==> src/rtl/va_xlate_pkg.sv <==
package va_xlate_pkg;
  typedef enum logic [1:0] {
    ACC_FETCH = 2'd0,
    ACC_LOAD  = 2'd1,
    ACC_STORE = 2'd2,
    ACC_RSVD  = 2'd3
  } acc_e;

  typedef enum logic [2:0] {
    FLT_NONE     = 3'd0,
    FLT_ADDR_I   = 3'd1,
    FLT_ADDR_D   = 3'd2,
    FLT_REFILL_I = 3'd3,
    FLT_REFILL_D = 3'd4,
    FLT_INVAL_I  = 3'd5,
    FLT_INVAL_D  = 3'd6,
    FLT_MODIFIED = 3'd7
  } flt_e;

  typedef enum logic [1:0] {
    SEG_MAPPED   = 2'd0,
    SEG_DIRECT_C = 2'd1,
    SEG_DIRECT_U = 2'd2
  } seg_e;
endpackage

==> src/rtl/va_seg_dec.sv <==
module va_seg_dec
  import va_xlate_pkg::*;
#(
  parameter int VA_W = 32,
  parameter int PA_W = 32
) (
  input  logic [VA_W-1:0] vaddr,
  output seg_e            seg,
  output logic [PA_W-1:0] direct_pa,
  output logic            uc_bits
);
  localparam int LOW_W = VA_W - 3;

  logic [2:0] top3;

  always_comb begin
    top3 = vaddr[VA_W-1 -: 3];
    unique case (top3)
      3'b100:  seg = SEG_DIRECT_C;
      3'b101:  seg = SEG_DIRECT_U;
      default: seg = SEG_MAPPED;
    endcase
    direct_pa = PA_W'(vaddr[LOW_W-1:0]);
    uc_bits   = top3[2] & top3[0];
  end
endmodule

==> src/rtl/va_half_sel.sv <==
module va_half_sel #(
  parameter int VA_W   = 32,
  parameter int PFN_W  = 20,
  parameter int SZ_W   = 3,
  parameter int MAX_SZ = 6
) (
  input  logic [VA_W-1:0]       vaddr,
  input  logic [SZ_W-1:0]       size_code,
  input  logic [PFN_W-1:0]      pfn_even,
  input  logic [PFN_W-1:0]      pfn_odd,
  input  logic                  v_even,
  input  logic                  v_odd,
  input  logic                  d_even,
  input  logic                  d_odd,
  output logic                  sel_valid,
  output logic                  sel_dirty,
  output logic [PFN_W+11:0]     pa
);
  localparam int PA_W = PFN_W + 12;

  logic [SZ_W-1:0] code_c;
  logic [5:0]      sh;
  logic [VA_W-1:0] shifted;
  logic            odd;
  logic [PA_W-1:0] offmask;
  logic [PA_W-1:0] frame;
  logic [PA_W-1:0] va_ext;

  always_comb begin
    code_c  = (size_code > SZ_W'(MAX_SZ)) ? SZ_W'(MAX_SZ) : size_code;
    sh      = 6'd12 + (6'(code_c) << 1);
    shifted = vaddr >> sh;
    odd     = shifted[0];
    offmask = (PA_W'(1) << sh) - PA_W'(1);
    frame   = {(odd ? pfn_odd : pfn_even), 12'b0};
    va_ext  = PA_W'(vaddr);
    pa        = (frame & ~offmask) | (va_ext & offmask);
    sel_valid = odd ? v_odd : v_even;
    sel_dirty = odd ? d_odd : d_even;
  end
endmodule

==> src/rtl/va_fault_cls.sv <==
module va_fault_cls
  import va_xlate_pkg::*;
(
  input  seg_e       seg,
  input  logic [1:0] acc,
  input  logic       kmode,
  input  logic       misalign,
  input  logic       hit,
  input  logic       sel_valid,
  input  logic       sel_dirty,
  output flt_e       fault,
  output logic       tlb_fault
);
  logic is_fetch;
  logic is_store;

  always_comb begin
    is_fetch = (acc == ACC_FETCH);
    is_store = (acc == ACC_STORE);
    fault    = FLT_NONE;
    unique case (seg)
      SEG_DIRECT_U: fault = FLT_NONE;
      SEG_DIRECT_C: begin
        if (!kmode || misalign) fault = is_fetch ? FLT_ADDR_I : FLT_ADDR_D;
      end
      default: begin
        if (misalign)               fault = is_fetch ? FLT_ADDR_I : FLT_ADDR_D;
        else if (!hit)              fault = is_fetch ? FLT_REFILL_I : FLT_REFILL_D;
        else if (!sel_valid)        fault = is_fetch ? FLT_INVAL_I : FLT_INVAL_D;
        else if (is_store && !sel_dirty) fault = FLT_MODIFIED;
      end
    endcase
    tlb_fault = (fault >= FLT_REFILL_I);
  end
endmodule

==> src/rtl/va_xlate.sv <==
module va_xlate
  import va_xlate_pkg::*;
#(
  parameter int VA_W        = 32,
  parameter int ASID_W      = 8,
  parameter int PFN_W       = 20,
  parameter int SZ_W        = 3,
  parameter int MAX_SZ      = 6,
  parameter bit SMALL_PAGES = 1'b0
) (
  input  logic                 clk,
  input  logic                 rst_n,
  input  logic                 req_valid,
  input  logic [VA_W-1:0]      req_vaddr,
  input  logic [ASID_W-1:0]    req_asid,
  input  logic [1:0]           req_acc,
  input  logic                 req_kmode,
  input  logic                 req_misalign,
  input  logic                 tlb_hit,
  input  logic [SZ_W-1:0]      tlb_size,
  input  logic [PFN_W-1:0]     tlb_pfn_even,
  input  logic [PFN_W-1:0]     tlb_pfn_odd,
  input  logic                 tlb_v_even,
  input  logic                 tlb_v_odd,
  input  logic                 tlb_d_even,
  input  logic                 tlb_d_odd,
  output logic                 res_valid,
  output logic [PFN_W+11:0]    res_paddr,
  output logic                 res_uncached,
  output logic [2:0]           res_fault,
  output logic [VA_W-1:0]      rpt_badva,
  output logic [ASID_W-1:0]    rpt_asid,
  output logic [VA_W-14:0]     rpt_vpn2,
  output logic [1:0]           rpt_vpn2x,
  output logic [VA_W-14:0]     rpt_ctx_vpn2
);
  localparam int PA_W    = PFN_W + 12;
  localparam int VPN2_W  = VA_W - 13;

  seg_e            seg;
  logic [PA_W-1:0] direct_pa;
  logic            uc_bits;
  logic            sel_valid;
  logic            sel_dirty;
  logic [PA_W-1:0] tlb_pa;
  flt_e            fault;
  logic            tlb_fault;
  logic [1:0]      vpn2x_src;

  logic [PA_W-1:0]   nx_paddr;
  logic              nx_uncached;
  logic [2:0]        nx_fault;
  logic [VA_W-1:0]   nx_badva;
  logic [ASID_W-1:0] nx_asid;
  logic [VPN2_W-1:0] nx_vpn2;
  logic [1:0]        nx_vpn2x;

  va_seg_dec #(.VA_W(VA_W), .PA_W(PA_W)) u_seg (
    .vaddr     (req_vaddr),
    .seg       (seg),
    .direct_pa (direct_pa),
    .uc_bits   (uc_bits)
  );

  va_half_sel #(.VA_W(VA_W), .PFN_W(PFN_W), .SZ_W(SZ_W), .MAX_SZ(MAX_SZ)) u_half (
    .vaddr     (req_vaddr),
    .size_code (tlb_size),
    .pfn_even  (tlb_pfn_even),
    .pfn_odd   (tlb_pfn_odd),
    .v_even    (tlb_v_even),
    .v_odd     (tlb_v_odd),
    .d_even    (tlb_d_even),
    .d_odd     (tlb_d_odd),
    .sel_valid (sel_valid),
    .sel_dirty (sel_dirty),
    .pa        (tlb_pa)
  );

  va_fault_cls u_cls (
    .seg       (seg),
    .acc       (req_acc),
    .kmode     (req_kmode),
    .misalign  (req_misalign),
    .hit       (tlb_hit),
    .sel_valid (sel_valid),
    .sel_dirty (sel_dirty),
    .fault     (fault),
    .tlb_fault (tlb_fault)
  );

  generate
    if (SMALL_PAGES) begin : g_small
      assign vpn2x_src = req_vaddr[12:11];
    end else begin : g_pair
      assign vpn2x_src = 2'b00;
    end
  endgenerate

  // next-state
  always_comb begin
    nx_fault    = fault;
    nx_paddr    = '0;
    nx_uncached = 1'b0;
    nx_badva    = '0;
    nx_asid     = '0;
    nx_vpn2     = '0;
    nx_vpn2x    = 2'b00;
    if (fault == FLT_NONE) begin
      nx_paddr    = (seg == SEG_MAPPED) ? tlb_pa : direct_pa;
      nx_uncached = uc_bits;
    end else begin
      nx_badva = req_vaddr;
      if (tlb_fault) begin
        nx_asid  = req_asid;
        nx_vpn2  = req_vaddr[VA_W-1:13];
        nx_vpn2x = vpn2x_src;
      end
    end
  end

  // registers
  always_ff @(posedge clk or negedge rst_n) begin
    if (!rst_n) begin
      res_valid    <= 1'b0;
      res_paddr    <= '0;
      res_uncached <= 1'b0;
      res_fault    <= 3'd0;
      rpt_badva    <= '0;
      rpt_asid     <= '0;
      rpt_vpn2     <= '0;
      rpt_vpn2x    <= 2'b00;
      rpt_ctx_vpn2 <= '0;
    end else begin
      res_valid <= req_valid;
      if (req_valid) begin
        res_paddr    <= nx_paddr;
        res_uncached <= nx_uncached;
        res_fault    <= nx_fault;
        rpt_badva    <= nx_badva;
        rpt_asid     <= nx_asid;
        rpt_vpn2     <= nx_vpn2;
        rpt_vpn2x    <= nx_vpn2x;
        rpt_ctx_vpn2 <= nx_vpn2;
      end
    end
  end
endmodule

==> config.mk <==
export PLATFORM = sky130hd
export DESIGN_NAME = va_xlate
export DESIGN_NICKNAME = d
export VERILOG_FILES = /design/src/rtl/va_xlate_pkg.sv /design/src/rtl/va_seg_dec.sv /design/src/rtl/va_half_sel.sv /design/src/rtl/va_fault_cls.sv /design/src/rtl/va_xlate.sv
export SDC_FILE = /design/constraint.sdc
export NUM_CORES = 1
export LEC_CHECK = 0
export BUFFER_PORTS_ARGS = -buffer_cell sky130_fd_sc_hd__buf_2
export CORE_ASPECT_RATIO = 0.9
export CORE_MARGIN = 10
export CORE_UTILIZATION = 48
export CTS_CLUSTER_DIAMETER = 40
export DETAILED_ROUTE_END_ITERATION = 16
export PLACE_DENSITY = 0.86
export SYNTH_ARGS = -nofsm -noshare
export SYNTH_HDL_FRONTEND = slang
export SYNTH_SLANG_ARGS = --single-unit
==> constraint.sdc <==
create_clock -name clk -period 1 [get_ports clk]
set_clock_uncertainty 0.2 [all_clocks]
set_input_delay 0.2 -clock clk [delete_from_list [all_inputs] [get_ports clk]]
set_output_delay 0.2 -clock clk [all_outputs]
set_load 0.01 [all_outputs]
# Word level (Yosys, flattened, before mapping)
# Index checks and enable logic that the tools add are counted.
dict set report word_totals {
  reg_bits 96
  in_bits 95
  output_inout_bits 117
  elab_cells 52
}
dict set report classes {
  add_sub_neg 2
  magnitude_cmp 2
  n_eq_ne 5
  shifts 2
  n_mux 22
  bitwise_logic 5
  n_reduce_logical 7
}
# cell count
set op_table {}
lappend op_table {{2-to-1 mux 32 bit} 3}
lappend op_table {{bitwise AND 32 bit} 2}
lappend op_table {{2-to-1 mux 19 bit} 2}
lappend op_table {{NOT 32 bit} 1}
lappend op_table {{OR 32 bit} 1}
lappend op_table {{<< shifter 1 x 6 -> 32 bit, first input constant} 1}
lappend op_table {{>> shifter 32 x 6 -> 1 bit} 1}
lappend op_table {{subtractor 32 x 2 -> 32 bit, second input constant} 1}
lappend op_table {{2-to-1 mux 3 bit} 7}
lappend op_table {{2-to-1 mux 20 bit} 1}
lappend op_table {{2-to-1 mux 8 bit} 2}
lappend op_table {{== test 3 bit, second input constant} 2}
lappend op_table {{case mux 3 bit (2 select lines)} 1}
lappend op_table {{adder 4 x 4 -> 5 bit, first input constant} 1}
lappend op_table {{== test 2 bit, second input constant} 2}
lappend op_table {{zero test 2 bit} 2}
lappend op_table {{2-to-1 mux 2 bit} 2}
lappend op_table {{case mux 2 bit (2 select lines)} 1}
lappend op_table {{greater-or-equal comparator 3 x 2 -> 1 bit, second input constant} 1}
lappend op_table {{> comparator 3 bit, second input constant} 1}
lappend op_table {{zero test 3 bit} 1}
lappend op_table {{2-to-1 mux 1 bit} 3}
lappend op_table {{== test 2 x 1 -> 1 bit, second input constant} 1}
lappend op_table {{zero test 1 bit} 2}
lappend op_table {{other kinds (3)} 3}

# Depth between registers and ports, before layout
dict set report logic_depth {
  ltp_word 15
  mapped_depth 13
}

# Hierarchy
# A second synthesis with hierarchy kept.
dict set report unflattened {
  cells_unflattened 464
  hier_area_um2 5347.6
}
# module instances cells_each area_each_um2 seq_area_each_um2
set by_module_without_submodules {}
lappend by_module_without_submodules {va_xlate 1 274 4062.6 2402.3}
lappend by_module_without_submodules {va_half_sel 1 134 884.6 0.0}
lappend by_module_without_submodules {va_seg_dec 1 36 271.5 0.0}
lappend by_module_without_submodules {va_fault_cls 1 20 128.9 0.0}

# Worst setup path before layout
# OpenSTA, ideal clock, no wires.
dict set report synth_timing {
  path_kind {input port to flip-flop}
  from {input port tlb_size[1]}
  to {register res_paddr[12]}
  arrival_ns 2.758
  t_required_ns 0.679
  slack_ns -2.079
  stages 13
  path_buffers 2
  path_cell_list {clkbuf_1 inv_1 ha_1 clkbuf_1 nand2_1 or3_1 ha_1 nand2b_1 mux2i_1 or3_1 a21oi_1 a311oi_1 a22o_1}
}
dict set report synth_via {
  elab_chain_len 14
}
# item line_no
set synth_rtl {}
lappend synth_rtl {{start, declared} va_xlate.sv:20} ;# input logic [SZ_W-1:0] tlb_size,
lappend synth_rtl {{> comparator 3 bit} va_half_sel.sv:30} ;# code_c = (size_code > SZ_W'(MAX_SZ)) ? SZ_W'(MAX_SZ) : size_code;
lappend synth_rtl {{2-to-1 mux 3 bit *} va_half_sel.sv:30}
lappend synth_rtl {{adder 4 x 4 -> 5 bit *} va_half_sel.sv:31} ;# sh = 6'd12 + (6'(code_c) << 1);
lappend synth_rtl {{>> shifter 32 x 6 -> 1 bit} va_half_sel.sv:32} ;# shifted = vaddr >> sh;
lappend synth_rtl {{2-to-1 mux 1 bit} va_half_sel.sv:39} ;# sel_dirty = odd ? d_odd : d_even;
lappend synth_rtl {{zero test 1 bit} va_fault_cls.sv:30} ;# else if (is_store && !sel_dirty) fault = FLT_MODIFIED;
lappend synth_rtl {{logical AND 1 bit} va_fault_cls.sv:30}
lappend synth_rtl {{2-to-1 mux 3 bit} va_fault_cls.sv:30}
lappend synth_rtl {{2-to-1 mux 3 bit} va_fault_cls.sv:29} ;# else if (!sel_valid) fault = is_fetch ? FLT_INVAL_I : FLT_INVAL_D;
lappend synth_rtl {{2-to-1 mux 3 bit} va_fault_cls.sv:28} ;# else if (!hit) fault = is_fetch ? FLT_REFILL_I : FLT_REFILL_D;
lappend synth_rtl {{2-to-1 mux 3 bit} va_fault_cls.sv:27} ;# if (misalign) fault = is_fetch ? FLT_ADDR_I : FLT_ADDR_D;
lappend synth_rtl {{case mux 3 bit (2 select lines)} va_fault_cls.sv:21} ;# unique case (seg)
lappend synth_rtl {{zero test 3 bit} va_xlate.sv:108} ;# if (fault == FLT_NONE) begin
lappend synth_rtl {{2-to-1 mux 32 bit *} va_xlate.sv:108}
lappend synth_rtl {{end signal, assigned} va_xlate.sv:136} ;# res_paddr <= nx_paddr;
lappend synth_rtl {{end, declared} va_xlate.sv:28} ;# output logic [PFN_W+11:0] res_paddr,
# Every way passes the cells marked *; elsewhere a longest branch is shown, timed or not.
# A chain may end at the register's enable or synchronous reset.

# Final worst setup path
dict set report layout_timing {
  from {input port req_vaddr[29]}
  to {register res_paddr[6]}
}
dict set report layout_via {
  elab_chain_len 11
}
# item line_no
set layout_rtl {}
lappend layout_rtl {{start, declared} va_xlate.sv:14} ;# input logic [VA_W-1:0] req_vaddr,
lappend layout_rtl {{>> shifter 32 x 6 -> 1 bit} va_half_sel.sv:32}
lappend layout_rtl {{2-to-1 mux 1 bit} va_half_sel.sv:39}
lappend layout_rtl {{zero test 1 bit} va_fault_cls.sv:30}
lappend layout_rtl {{logical AND 1 bit} va_fault_cls.sv:30}
lappend layout_rtl {{2-to-1 mux 3 bit} va_fault_cls.sv:30}
lappend layout_rtl {{2-to-1 mux 3 bit} va_fault_cls.sv:29}
lappend layout_rtl {{2-to-1 mux 3 bit} va_fault_cls.sv:28}
lappend layout_rtl {{2-to-1 mux 3 bit} va_fault_cls.sv:27}
lappend layout_rtl {{case mux 3 bit (2 select lines)} va_fault_cls.sv:21}
lappend layout_rtl {{zero test 3 bit} va_xlate.sv:108}
lappend layout_rtl {{2-to-1 mux 32 bit *} va_xlate.sv:108}
# Marked as above.

==> reports/results.ini <==
[timing]
timing.final.crit_period_ps = 2648
timing.hold.ws_ps = -127.1
relSlewSlack_pct = 67.94
setup_ws_ps = -1648
hold_viol_final = 18
min_period_over_period_pct = 264.8
drv_slew = 0
setup-tns-final_ps = -175130
rsz0062_at_grt = yes
fmax_mhz = 377.7
worstMarginPinSlew_ps = 467.5
setup_viol = 210

[power_and_ir_drop]
seqPwrFrac_pct = 35.1
p_total_mw = 13.44
switching_share_pct = 33.57
total_leakage_power_nw = 4.635
peakVddDrop_v = 0.001014
clkPwrFrac_pct = 25.7
combPwrFrac_pct = 39.3
p_per_area_nw_per_um2 = 1502
p_int_mw = 8.931
switching_power_mw = 4.514

[placement]
place_inst = 847
port_buffers = 209
placed_area_sq_um = 7014
dpl_worst_slack_ps = -1766
gp_congestion = 0.9591
hpwl_um = 14270

[worst_setup_path]
cpMostUsedCell = buf_6
arrival_ps = 2740
setup.worst_path.end_class = register
cp-start-kind = input port
crit_buf_inv = 4
cp.required_ps = 1090
path_cells = buf_6 > or3b_4 > ha_4 > nor2b_4 > a311oi_2 > mux2i_1 > nand3_1 > buf_4 > a221oi_4 > buf_6 > buf_6 > a22o_1
cp_max_fo = 8
cp_top_family = simple AND/OR/NAND/NOR gates
critical_path_class = input port to register
critical_path.slowest_cell = or3b_4
max_stage_delay_ps = 410

[die]
die_w_um = 126.5
io_pins = 212
rows = 34
start_util_pct = 49.86
die_h_um = 115.9
dieArea_sq_um = 14660
fp.coreArea_sq_um = 9827

[cells_and_area]
finalInstanceArea_sq_um = 8952
layout_commonest_cell = buf_4
multi_input_area_sq_um = 2600
fin_cells = 992
final_cell_mix = 187 x buf_4, 143 x buf_2, 96 x dfrtp_1
n_fill_cell = 350
area_growth_pct = 82.71
final_util_pct = 91.10
drive_gt1_share_pct = 59.51
final_net_count = 959
register_area_sq_um = 2402

[clock_network]
cts_max_level = 3
root_buffer = clkbuf_16
cts_sinks = 96
clock_path_buffers = 2
tritoncts = yes
numCtsBuffers = 9
cts_hold_buf = 7
cts.reportedPaths.clkPinSlew_ps = 70
clock_latency_ps = 350

[yosys]
async_flop_share_pct = 100.0
yosys.area_share.simple_pct = 10.60
synth.cell_area_sq_um = 4900
yosysWarnings = 0
synth.area.mux_share_pct = 6.691
synth_fa_ha_area_share_pct = 1.532
synth_ff_type = dfrtp_1
yosysSeqAreaShare_pct = 49.03
synthCells = 471
synth_edf_count = 0
synth_cell_types = 48
avgSynthCellArea_sq_um = 10.40
synth_xor_area_share_pct = 0.5363
synth_compound_area_share_pct = 24.36
synth_top_family_by_area = compound AO/OA/AOI/OAI gates
ys_ff_latch = 96

[grt]
grt_pass1_wl_um = 32110
grt.busiest_layer = met2
antenna_found_initial = 1
use_met2_pct = 47.49
grt_max_degree = 44
first_global_vias = 5965
grt_overflow = 0
use_met1_pct = 30.06
grtUsageTotal_pct = 27.51
met3_usage_pct = 8.630

[drt]
dr_total_vias = 6402
viasPerCell = 6.454
dr.first_iter.drc_count = 848
wire_per_inst_um = 27.79
dr.pass1.iters = 7
ant_nets = 0
drc = 0
wl_um = 27570

[hold_path]
hold_path.class = input port to register

[run]
maxCapViolCount = 0

[run_status]
outcome = finished with violations
failed_checks = hold timing, setup timing

[cell type report]
cell class              instances  area share, %
clock buffers                  11          2.823
flip-flops and latches         96          26.83
inverters                      12         0.5870
multi-input cells             306          29.04
clock inverters                 4         0.3215
diodes                          4         0.1118
well taps                     126          1.761
repair buffers                433          38.52
[path summary, 6_finish.rpt]
kind	start	to	slack, ps	cells after the start
hold reg to reg	res_paddr[31]$_DFFE_PN0P_	res_paddr[31]$_DFFE_PN0P_	330	1
max in group asynchronous	rst_n	rpt_badva[27]$_DFFE_PN0P_	100	3
min in group asynchronous	rst_n	rpt_ctx_vpn2[0]$_DFFE_PN0P_	20	2
setup / recovery	req_vaddr[29]	res_paddr[6]$_DFFE_PN0P_	-1650	12
hold / removal	req_asid[3]	rpt_asid[3]$_DFFE_PN0P_	-130	2
setup reg to reg	res_paddr[22]$_DFFE_PN0P_	res_paddr[22]$_DFFE_PN0P_	-230	3
[cell usage after synthesis (2+ instances only)]
cell | n | share of area (%)
nor2_1 | 23 | 1.8
or3_1 | 2 | 0.26
nor2b_1 | 3 | 0.38
a32o_1 | 5 | 1.0
a311o_1 | 2 | 0.41
mux2i_1 | 26 | 5.3
nand2_1 | 49 | 3.8
inv_1 | 12 | 0.92
o21ai_0 | 12 | 1.2
a22o_1 | 46 | 8.2
mux2_2 | 4 | 0.92
or2_2 | 2 | 0.26
a311oi_1 | 6 | 1.1
nor3b_1 | 2 | 0.31
xnor2_1 | 2 | 0.36
buf_4 | 21 | 3.2
clkbuf_1 | 27 | 2.1
nand3b_1 | 4 | 0.61
nor3_1 | 5 | 0.51
buf_1 | 2 | 0.15
o2bb2ai_1 | 37 | 6.6
o21bai_1 | 4 | 0.61
nand4_1 | 2 | 0.26
o32ai_1 | 2 | 0.36
a21oi_1 | 26 | 2.7
buf_2 | 8 | 0.82
nand3_1 | 11 | 1.1
ha_1 | 6 | 1.5
and2_1 | 3 | 0.38
and3_1 | 4 | 0.51
dfrtp_1 | 96 | 49
[state kept, by name, summed over array words and instances (netlist names)]
name,cells
res_paddr,32
rpt_badva,32
rpt_ctx_vpn2,19
rpt_asid,8
res_fault,3
res_uncached,1
res_valid,1
[power by group through the flow]
stage	Clock (mW)	Sequential, mW	Combinational, mW
6_report	3.45	4.72	5.28
2_1_floorplan	0	4.89	1.59
3_3_place_gp	0	4.68	3.26
4_1_cts	3.33	4.61	4.25
5_1_grt	3.56	4.74	5.47
3_5_place_dp	0	4.70	3.39
[worst register-to-register path, delay by kind of cell (launching register included)]
kind | cells | cell delay [ps]
flip-flops | 1 | 410
buffers and inverters | 2 | 260
AO/OA/AOI/OAI | 1 | 240
[metal layers]
layer | share of wire, % | vias to the layer above
li1 | - | 2495
met1 | 33 | 3078
met2 | 48 | 622
met3 | 11 | 207
met4 | 8.1 | 0
met5 | 0 | -
[logic make-up after synthesis]
group	Yosys count
compound gates	151
xor+xnor	3
fa+ha+maj	6
buf+inv	70
flops	96
mux	31
other cells	1
simple gates	113
[what timing repair did]
| item | CTS | global route |
|---|---|---|
| pin swaps | 15 | 12 |
| buffers inserted | 77 | 40 |
| endpoints found under the hold margin | 130 | 16 |
| setup endpoints to repair | 210 | 210 |
| cloned | 2 | 4 |
| resized for setup | 57 | 56 |
(Power assumes the default switching activity.)
